**src/rtl/ipi_pkg.sv**
```systemverilog
package ipi_pkg;

  // Core ids travel in a fixed 3-bit field; up to eight cores are addressable.
  localparam int IdxW = 3;

  typedef enum logic [1:0] {
    OP_STATUS = 2'd0,
    OP_RAISE  = 2'd1,
    OP_SOURCE = 2'd2,
    OP_ACK    = 2'd3
  } ipi_op_e;

  // Strobes from the decoder into the pending matrix and readback register.
  typedef struct packed {
    logic            stsEn;  // status query, operand = target
    logic            setEn;  // raise, operand = target
    logic            srcEn;  // source query, no operand
    logic            clrEn;  // acknowledge, operand = sender
    logic [IdxW-1:0] self;   // issuing core
    logic [IdxW-1:0] peer;   // operand core
  } ipi_strobe_t;

endpackage

```
**src/rtl/ipi_ctrl.sv**
```systemverilog
module ipi_ctrl
  import ipi_pkg::*;
#(
  parameter int NUM_CORES = 4
) (
  input  logic            clk,
  input  logic            rstN,
  input  logic            cmdValid,
  input  logic [1:0]      cmdOp,
  input  logic [IdxW-1:0] cmdCore,
  input  logic [IdxW-1:0] cmdArg,
  output ipi_strobe_t     strb
);

  logic    selfOk;
  logic    peerOk;
  ipi_op_e opCode;

  assign opCode = ipi_op_e'(cmdOp);
  assign selfOk = int'(cmdCore) < NUM_CORES;
  assign peerOk = int'(cmdArg) < NUM_CORES;

  always_comb begin
    strb       = '0;
    strb.self  = cmdCore;
    strb.peer  = cmdArg;
    if (cmdValid && selfOk) begin
      unique case (opCode)
        OP_STATUS: strb.stsEn = peerOk;
        OP_RAISE:  strb.setEn = peerOk;
        OP_SOURCE: strb.srcEn = 1'b1;
        OP_ACK:    strb.clrEn = peerOk;
        default:   ;
      endcase
    end
  end

  // at most one action per cycle
  p_one_strobe_r8: assert property (@(posedge clk) disable iff (!rstN)
    $onehot0({strb.stsEn, strb.setEn, strb.srcEn, strb.clrEn}));

  // an out-of-range caller produces no action
  p_bad_caller_r8: assert property (@(posedge clk) disable iff (!rstN)
    (cmdValid && int'(cmdCore) >= NUM_CORES) |->
      !(strb.stsEn || strb.setEn || strb.srcEn || strb.clrEn));

  // an out-of-range operand blocks every operand-carrying command
  p_bad_operand_r8: assert property (@(posedge clk) disable iff (!rstN)
    (int'(cmdArg) >= NUM_CORES) |-> !(strb.stsEn || strb.setEn || strb.clrEn));

endmodule

```
**src/rtl/ipi_datapath.sv**
```systemverilog
module ipi_datapath
  import ipi_pkg::*;
#(
  parameter int NUM_CORES = 4
) (
  input  logic                 clk,
  input  logic                 rstN,
  input  ipi_strobe_t          strb,
  output logic [NUM_CORES-1:0] rdData,
  output logic [NUM_CORES-1:0] ipiLine
);

  localparam int SelW = (NUM_CORES > 1) ? $clog2(NUM_CORES) : 1;

  // pendRow[s][t]: sender s has an unacknowledged interrupt toward target t
  logic [NUM_CORES-1:0] pendRow [NUM_CORES];
  // colBits[t][s]: the same matrix seen per target
  logic [NUM_CORES-1:0] colBits [NUM_CORES];

  logic [SelW-1:0] selfIdx;
  logic [SelW-1:0] peerIdx;

  assign selfIdx = strb.self[SelW-1:0];
  assign peerIdx = strb.peer[SelW-1:0];

  for (genvar s = 0; s < NUM_CORES; s++) begin : g_sender
    localparam logic [IdxW-1:0] SId = IdxW'(s);
    for (genvar t = 0; t < NUM_CORES; t++) begin : g_target
      localparam logic [IdxW-1:0] TId = IdxW'(t);
      logic hitSet;
      logic hitClr;
      assign hitSet = strb.setEn && (strb.self == SId) && (strb.peer == TId);
      assign hitClr = strb.clrEn && (strb.peer == SId) && (strb.self == TId);

      always_ff @(posedge clk) begin
        if (!rstN)       pendRow[s][t] <= 1'b0;
        else if (hitSet) pendRow[s][t] <= 1'b1;
        else if (hitClr) pendRow[s][t] <= 1'b0;
      end

      assign colBits[t][s] = pendRow[s][t];
    end
  end

  for (genvar t = 0; t < NUM_CORES; t++) begin : g_line
    assign ipiLine[t] = |colBits[t];

    // a line can only fall in the cycle after its owner acknowledges
    p_line_drop_only_on_ack_r6: assert property (@(posedge clk) disable iff (!rstN)
      (ipiLine[t] && !(strb.clrEn && int'(strb.self) == t)) |=> ipiLine[t]);
  end

  always_ff @(posedge clk) begin
    if (!rstN)
      rdData <= '0;
    else if (strb.stsEn)
      rdData <= {{(NUM_CORES-1){1'b0}}, pendRow[selfIdx][peerIdx]};
    else if (strb.srcEn)
      rdData <= colBits[selfIdx];
  end

  // a raise makes the target line high on the next cycle
  p_raise_sets_line_r2: assert property (@(posedge clk) disable iff (!rstN)
    strb.setEn |=> ipiLine[$past(peerIdx)]);

  // an acknowledge removes the addressed sender bit
  p_ack_clears_pair_r6: assert property (@(posedge clk) disable iff (!rstN)
    strb.clrEn |=> !pendRow[$past(peerIdx)][$past(selfIdx)]);

  // a status answer never uses bits above bit 0
  p_status_narrow_r3: assert property (@(posedge clk) disable iff (!rstN)
    strb.stsEn |=> (rdData[NUM_CORES-1:1] == '0));

  // the readback register only moves on queries
  p_readback_hold_r9: assert property (@(posedge clk) disable iff (!rstN)
    !(strb.stsEn || strb.srcEn) |=> $stable(rdData));

endmodule

```
**src/rtl/ipi_hub.sv**
```systemverilog
module ipi_hub
  import ipi_pkg::*;
#(
  parameter int NUM_CORES = 4
) (
  input  logic                 clk,
  input  logic                 rstN,
  input  logic                 cmdValid,
  input  logic [1:0]           cmdOp,
  input  logic [2:0]           cmdCore,
  input  logic [2:0]           cmdArg,
  output logic [NUM_CORES-1:0] rdData,
  output logic [NUM_CORES-1:0] ipiLine
);

  ipi_strobe_t strb;

  ipi_ctrl #(.NUM_CORES(NUM_CORES)) u_ctrl (
    .clk      (clk),
    .rstN     (rstN),
    .cmdValid (cmdValid),
    .cmdOp    (cmdOp),
    .cmdCore  (cmdCore),
    .cmdArg   (cmdArg),
    .strb     (strb)
  );

  ipi_datapath #(.NUM_CORES(NUM_CORES)) u_datapath (
    .clk     (clk),
    .rstN    (rstN),
    .strb    (strb),
    .rdData  (rdData),
    .ipiLine (ipiLine)
  );

  // lines and readback come out of reset cleared
  p_reset_clear_r1: assert property (@(posedge clk)
    $past(!rstN) |-> (ipiLine == '0 && rdData == '0));

endmodule

```
**config.mk**
```make
export PLATFORM = sky130hd
export DESIGN_NAME = ipi_hub
export DESIGN_NICKNAME = d
export VERILOG_FILES = /design/src/rtl/ipi_pkg.sv /design/src/rtl/ipi_ctrl.sv /design/src/rtl/ipi_datapath.sv /design/src/rtl/ipi_hub.sv
export SDC_FILE = /design/constraint.sdc
export NUM_CORES = 1
export LEC_CHECK = 0
export CAP_MARGIN = 10
export CORE_ASPECT_RATIO = 0.75
export CORE_MARGIN = 4
export CORE_UTILIZATION = 45
export DETAILED_ROUTE_END_ITERATION = 8
export HOLD_SLACK_MARGIN = 0.1
export PLACE_DENSITY = 0.82
export RECOVER_POWER = 100
export SYNTH_ARGS = -nofsm -noshare
export SYNTH_HDL_FRONTEND = slang
export SYNTH_SLANG_ARGS = --single-unit
```
**constraint.sdc**
```tcl
create_clock -name clk -period 1.9 [get_ports clk]
set_input_delay 0.285 -clock clk [delete_from_list [all_inputs] [get_ports clk]]
set_output_delay 0.285 -clock clk [all_outputs]
set_load 0.05 [all_outputs]
```
==> key figures <==
Run status
  – Outcome: complete, no violations

STA
  – Max-slew violation total from the final report: 0
  – Headroom to the max-slew limit: between 60% and 70%
  – Peak clock frequency supported by timing: approximately 540 MHz
  – Final setup violation count: 0
  – Unrepaired setup endpoints after global routing: no
  – Clock tree skew after final layout: 1.22 ps
  – Worst-margin pin slew: roughly 520 ps
  – Clock period minus worst slack: 1840 ps
  – Final Hold Vio Count: 0
  – Final worst path period share: approximately 97%

Synth
  – Top cells by area, synth: sky130_fd_sc_hd__edfxtp_1, sky130_fd_sc_hd__mux4_2, sky130_fd_sc_hd__dfxtp_1
  – Syn Area/Cell: 9.57 um^2
  – Complex-gate fraction of the synthesized area: 16.1%
  – Post-synth design cell area: roughly 1400 um^2
  – Library cells used by synthesis: 36
  – Number of instances in the synthesized netlist: 143
  – Portion of the post-synthesis area used by sequential elements: 40.2%
  – Net count after synthesis: 154
  – Multiplexer fraction of the synthesized cell area: 12.8%
  – Number of register bits inferred by synthesis: 20
  – Simple-gate share of the synthesized area: about a quarter
  – Main combinational cell family by area after synthesis: simple AND/OR/NAND/NOR gates
  – Post-synthesis cell type with the largest combined area: sky130_fd_sc_hd__edfxtp_1
  – Post-synthesis share of cell area spent on xor and xnor gates: 0%
  – Area share of the largest cell type after synthesis: 32.9%
  – Post-synthesis share of cell area spent on full adders, half adders and majority gates: 0%
  – Count of warnings emitted by yosys: 0

Die
  – Number of rows created at floorplan: 17
  – Die outline height: 55.8 um
  – Number of I/O pins: 19
  – Die width: 71.7 um
  – Initial core utilization: 46.6%
  – Placeable core area: 2940 um^2
  – Overall die area: about 4000 um^2

Setup path
  – Worst stage delay on the critical path: 550 ps
  – Crit Path Class: input pin to register
  – Launch point of the critical path: cmdOp[0]
  – Cell count of the worst reg-to-reg path: 3
  – Capturing instance or port of the critical path: u_datapath.pendRow[2][2]
  – Crit-path max FO: 4
  – Top delay family on crit path: simple AND/OR/NAND/NOR gates
  – Arrival @ worst endpoint: 1820 ps
  – Critical Path Source Type: input pin
  – Destination of the worst register-to-register timing path: u_datapath.rdData[0]
  – Setup slack on the worst flop-to-flop path: 310 ps
  – Slowest cell on the critical path: sky130_fd_sc_hd__or4_4
  – Required time of the worst setup path: 1870 ps
  – Count of buffering cells on the critical path with inverters included: 1
  – Ordered cell list for the critical path: clkdlybuf4s50_1 > nand2_1 > or4_4 > a21boi_1 > o21ai_1
  – Type of element capturing the critical path: register
  – RR Startpoint: u_datapath.pendRow[3][2]
  – Crit path depth: 5

Detailed routing
  – ANT nets after route: 0
  – Total via count in the routed design: 1437
  – DR WL/cell: 19.2 um
  – Number of detailed-routing iterations run before antenna repair: 4
  – Via density: 6.14
  – Total DRC errors in the routed layout: 0
  – Number of DRC violations after detailed-routing iteration 0: 138
  – Wirelength, routed: between 4 and 5 mm

Pwr
  – Standby leakage power: 0.691 nW
  – Max IR drop VDD: 0.356 mV
  – Total power density per cell area: 608 nW/um^2

GRT
  – Antenna violations before repair: 0
  – Tot GR Track Use: 22.8%
  – Overflow left after global routing: 0
  – Number of global-route vias before repair: 1419
  – Largest net degree at the start of global routing: 16
  – First-pass GRT wire length: 7.06 mm

Placement
  – Cell Area, Placed: about 1800 um^2
  – Weighted congestion at the end of routability-driven global placement: 0.989
  – HPWL reported at the end of detailed placement: 3.44 mm
  – Input/output buffers: 18

Final layout
  – Post-route core utilization: 65.0%
  – Area taken by multi-input logic gates: between 700 and 800 um^2
  – Final design instance area without fill: 1910 um^2
  – Layout overhead on the synthesized area: 39.4%
  – Total of fill cells in the finished design: 244
  – Footprint of the flip-flops and latches: 551 um^2
  – Layout cells sized above 1: 32.1%
  – Number of antenna diodes: 0
  – Fin nets: 208

Min path
  – HP Class: register to register

Clock network
  – CTS root buffer: sky130_fd_sc_hd__clkbuf_8
  – Clock H-tree levels: 1
  – Post-CTS clock slew at the launch and capture registers of the worst setup and hold paths: 80 ps
  – Buffer depth of the longest clock path: 2
  – Num Clock Sinks: 20
  – Clock insertion delay at the later pin of the skew report: 260 ps
  – Hold-fix buffers at CTS: 0
  – Clock tree from TritonCTS: done
  – Number of CTS-inserted buffers: 3

Flow run
  – Max cap viols: 0
cell usage after synthesis:
cell type / n
sky130_fd_sc_hd__nand3_1: 5
sky130_fd_sc_hd__a21boi_1: 2
sky130_fd_sc_hd__nor3b_4: 1
sky130_fd_sc_hd__edfxtp_1: 15
sky130_fd_sc_hd__inv_1: 3
sky130_fd_sc_hd__nor3b_1: 1
sky130_fd_sc_hd__a22oi_1: 3
sky130_fd_sc_hd__or3b_1: 1
sky130_fd_sc_hd__nand3b_1: 1
sky130_fd_sc_hd__o221ai_1: 5
sky130_fd_sc_hd__nor4_1: 3
sky130_fd_sc_hd__or4_4: 2
sky130_fd_sc_hd__o211ai_1: 3
sky130_fd_sc_hd__and2_1: 3
sky130_fd_sc_hd__mux4_2: 6
sky130_fd_sc_hd__o21ai_0: 8
sky130_fd_sc_hd__clkinv_1: 1
sky130_fd_sc_hd__dfxtp_1: 5
sky130_fd_sc_hd__nor3_1: 5
sky130_fd_sc_hd__a31oi_1: 1
sky130_fd_sc_hd__nor4b_1: 1
sky130_fd_sc_hd__buf_2: 3
sky130_fd_sc_hd__a2111oi_1: 1
sky130_fd_sc_hd__mux2i_1: 4
sky130_fd_sc_hd__a21oi_1: 7
sky130_fd_sc_hd__or3_2: 2
sky130_fd_sc_hd__nand2_2: 1
sky130_fd_sc_hd__and3b_2: 1
sky130_fd_sc_hd__o21ai_1: 2
sky130_fd_sc_hd__or4_1: 4
sky130_fd_sc_hd__clkbuf_1: 5
sky130_fd_sc_hd__nand2_1: 13
sky130_fd_sc_hd__a2111oi_2: 1
sky130_fd_sc_hd__buf_6: 1
sky130_fd_sc_hd__nor2b_1: 2
sky130_fd_sc_hd__nor2_1: 21
layout by cell type, fill, tap and decap left out, types with 3 or more instances in the layout:
master | synthesis | layout
sky130_fd_sc_hd__or4_1 | 4 | 4
sky130_fd_sc_hd__edfxtp_1 | 15 | 15
sky130_fd_sc_hd__clkbuf_2 | 0 | 5
sky130_fd_sc_hd__clkbuf_1 | 5 | 4
sky130_fd_sc_hd__clkbuf_8 | 0 | 3
sky130_fd_sc_hd__a21oi_1 | 7 | 7
sky130_fd_sc_hd__nor2_1 | 21 | 21
sky130_fd_sc_hd__buf_4 | 0 | 31
sky130_fd_sc_hd__nor3_1 | 5 | 3
sky130_fd_sc_hd__mux2i_1 | 4 | 4
sky130_fd_sc_hd__o21ai_1 | 2 | 5
sky130_fd_sc_hd__o211ai_1 | 3 | 3
sky130_fd_sc_hd__dfxtp_1 | 5 | 5
sky130_fd_sc_hd__dlygate4sd3_1 | 0 | 4
sky130_fd_sc_hd__o221ai_1 | 5 | 4
sky130_fd_sc_hd__nand3_1 | 5 | 5
sky130_fd_sc_hd__inv_1 | 3 | 3
sky130_fd_sc_hd__clkdlybuf4s50_1 | 0 | 6
sky130_fd_sc_hd__mux4_2 | 6 | 6
sky130_fd_sc_hd__o21ai_0 | 8 | 5
sky130_fd_sc_hd__clkbuf_4 | 0 | 3
sky130_fd_sc_hd__nand2_1 | 13 | 13
sky130_fd_sc_hd__a22oi_1 | 3 | 3
power by group:
| group | switching [mW] | internal (mW) | leakage (nW) |
|---|---|---|---|
| Sequential | 0.0173 | 0.487 | 0.183 |
| Clock | 0.150 | 0.281 | 0.0357 |
| Combinational | 0.120 | 0.103 | 0.473 |
per-layer routing:
layer  routed length [um]  GRT usage, %
met4                  116          6.70
met5                    0             0
met1                 1800          30.4
met2                 2130          35.9
met3                  451          6.68
logic make-up after synthesis:
| kind of cell | count (synthesis) |
|---|---|
| and+or+nand+nor | 67 |
| DFF | 20 |
| AOI/OAI and AO/OA | 33 |
| muxes | 10 |
| buffers and inverters | 13 |
worst reg2reg max path, cell delays in order (launching register included):
cell and delay, ps:
sky130_fd_sc_hd__edfxtp_1 430, sky130_fd_sc_hd__mux4_2 530, sky130_fd_sc_hd__a2111oi_2 380, sky130_fd_sc_hd__a2111oi_1 120
repair_timing:
item | CTS | global route
buffers inserted | 2 | 0
gates cloned | 0 | 0
setup endpoints to repair | 25 | 6
pin swaps | 5 | 1
resized for setup | 11 | 3
layout make-up:
cell class                 instances  area share (%)
clock buffer                       3            2.16
multi-input combinational        110            41.0
timing repair buffer              58            23.1
inverter                           4           0.787
sequential                        20            28.9
clock inverter                     1            1.57
tap                               38            2.49
state kept, by name, indices dropped and copies added, names as in the netlist:
signal,cells
u_datapath.pendRow,16
u_datapath.rdData,4
metrics by stage:
stage               total power, mW  hold WS, ps  cells  worst slack (ps)  setup TNS, ps
global route                   1.20          541    234              16.0              0
finish                         1.16          527    234              59.6              0
detailed placement            0.732          513    228              -606         -12500
CTS                            1.16          537    234              19.5              0
global placement              0.723          482    228              -508         -10540
floorplan                     0.626          473    143              45.2              0
worst min-delay path by stage:
| stage | from | slack, ps | to | depth (start not counted) |
|---|---|---|---|---|
| finish | u_datapath.rdData[2] | 530 | u_datapath.rdData[2] | 2 |
| global route | u_datapath.rdData[2] | 540 | u_datapath.rdData[2] | 2 |
| CTS | u_datapath.rdData[0] | 540 | u_datapath.rdData[0] | 2 |
| detailed placement | u_datapath.rdData[2] | 510 | u_datapath.rdData[2] | 2 |
| global placement | u_datapath.rdData[2] | 480 | u_datapath.rdData[2] | 2 |
| floorplan | u_datapath.pendRow[2][0] | 470 | u_datapath.pendRow[2][0] | 2 |
Power figures use the tool's default switching activity.
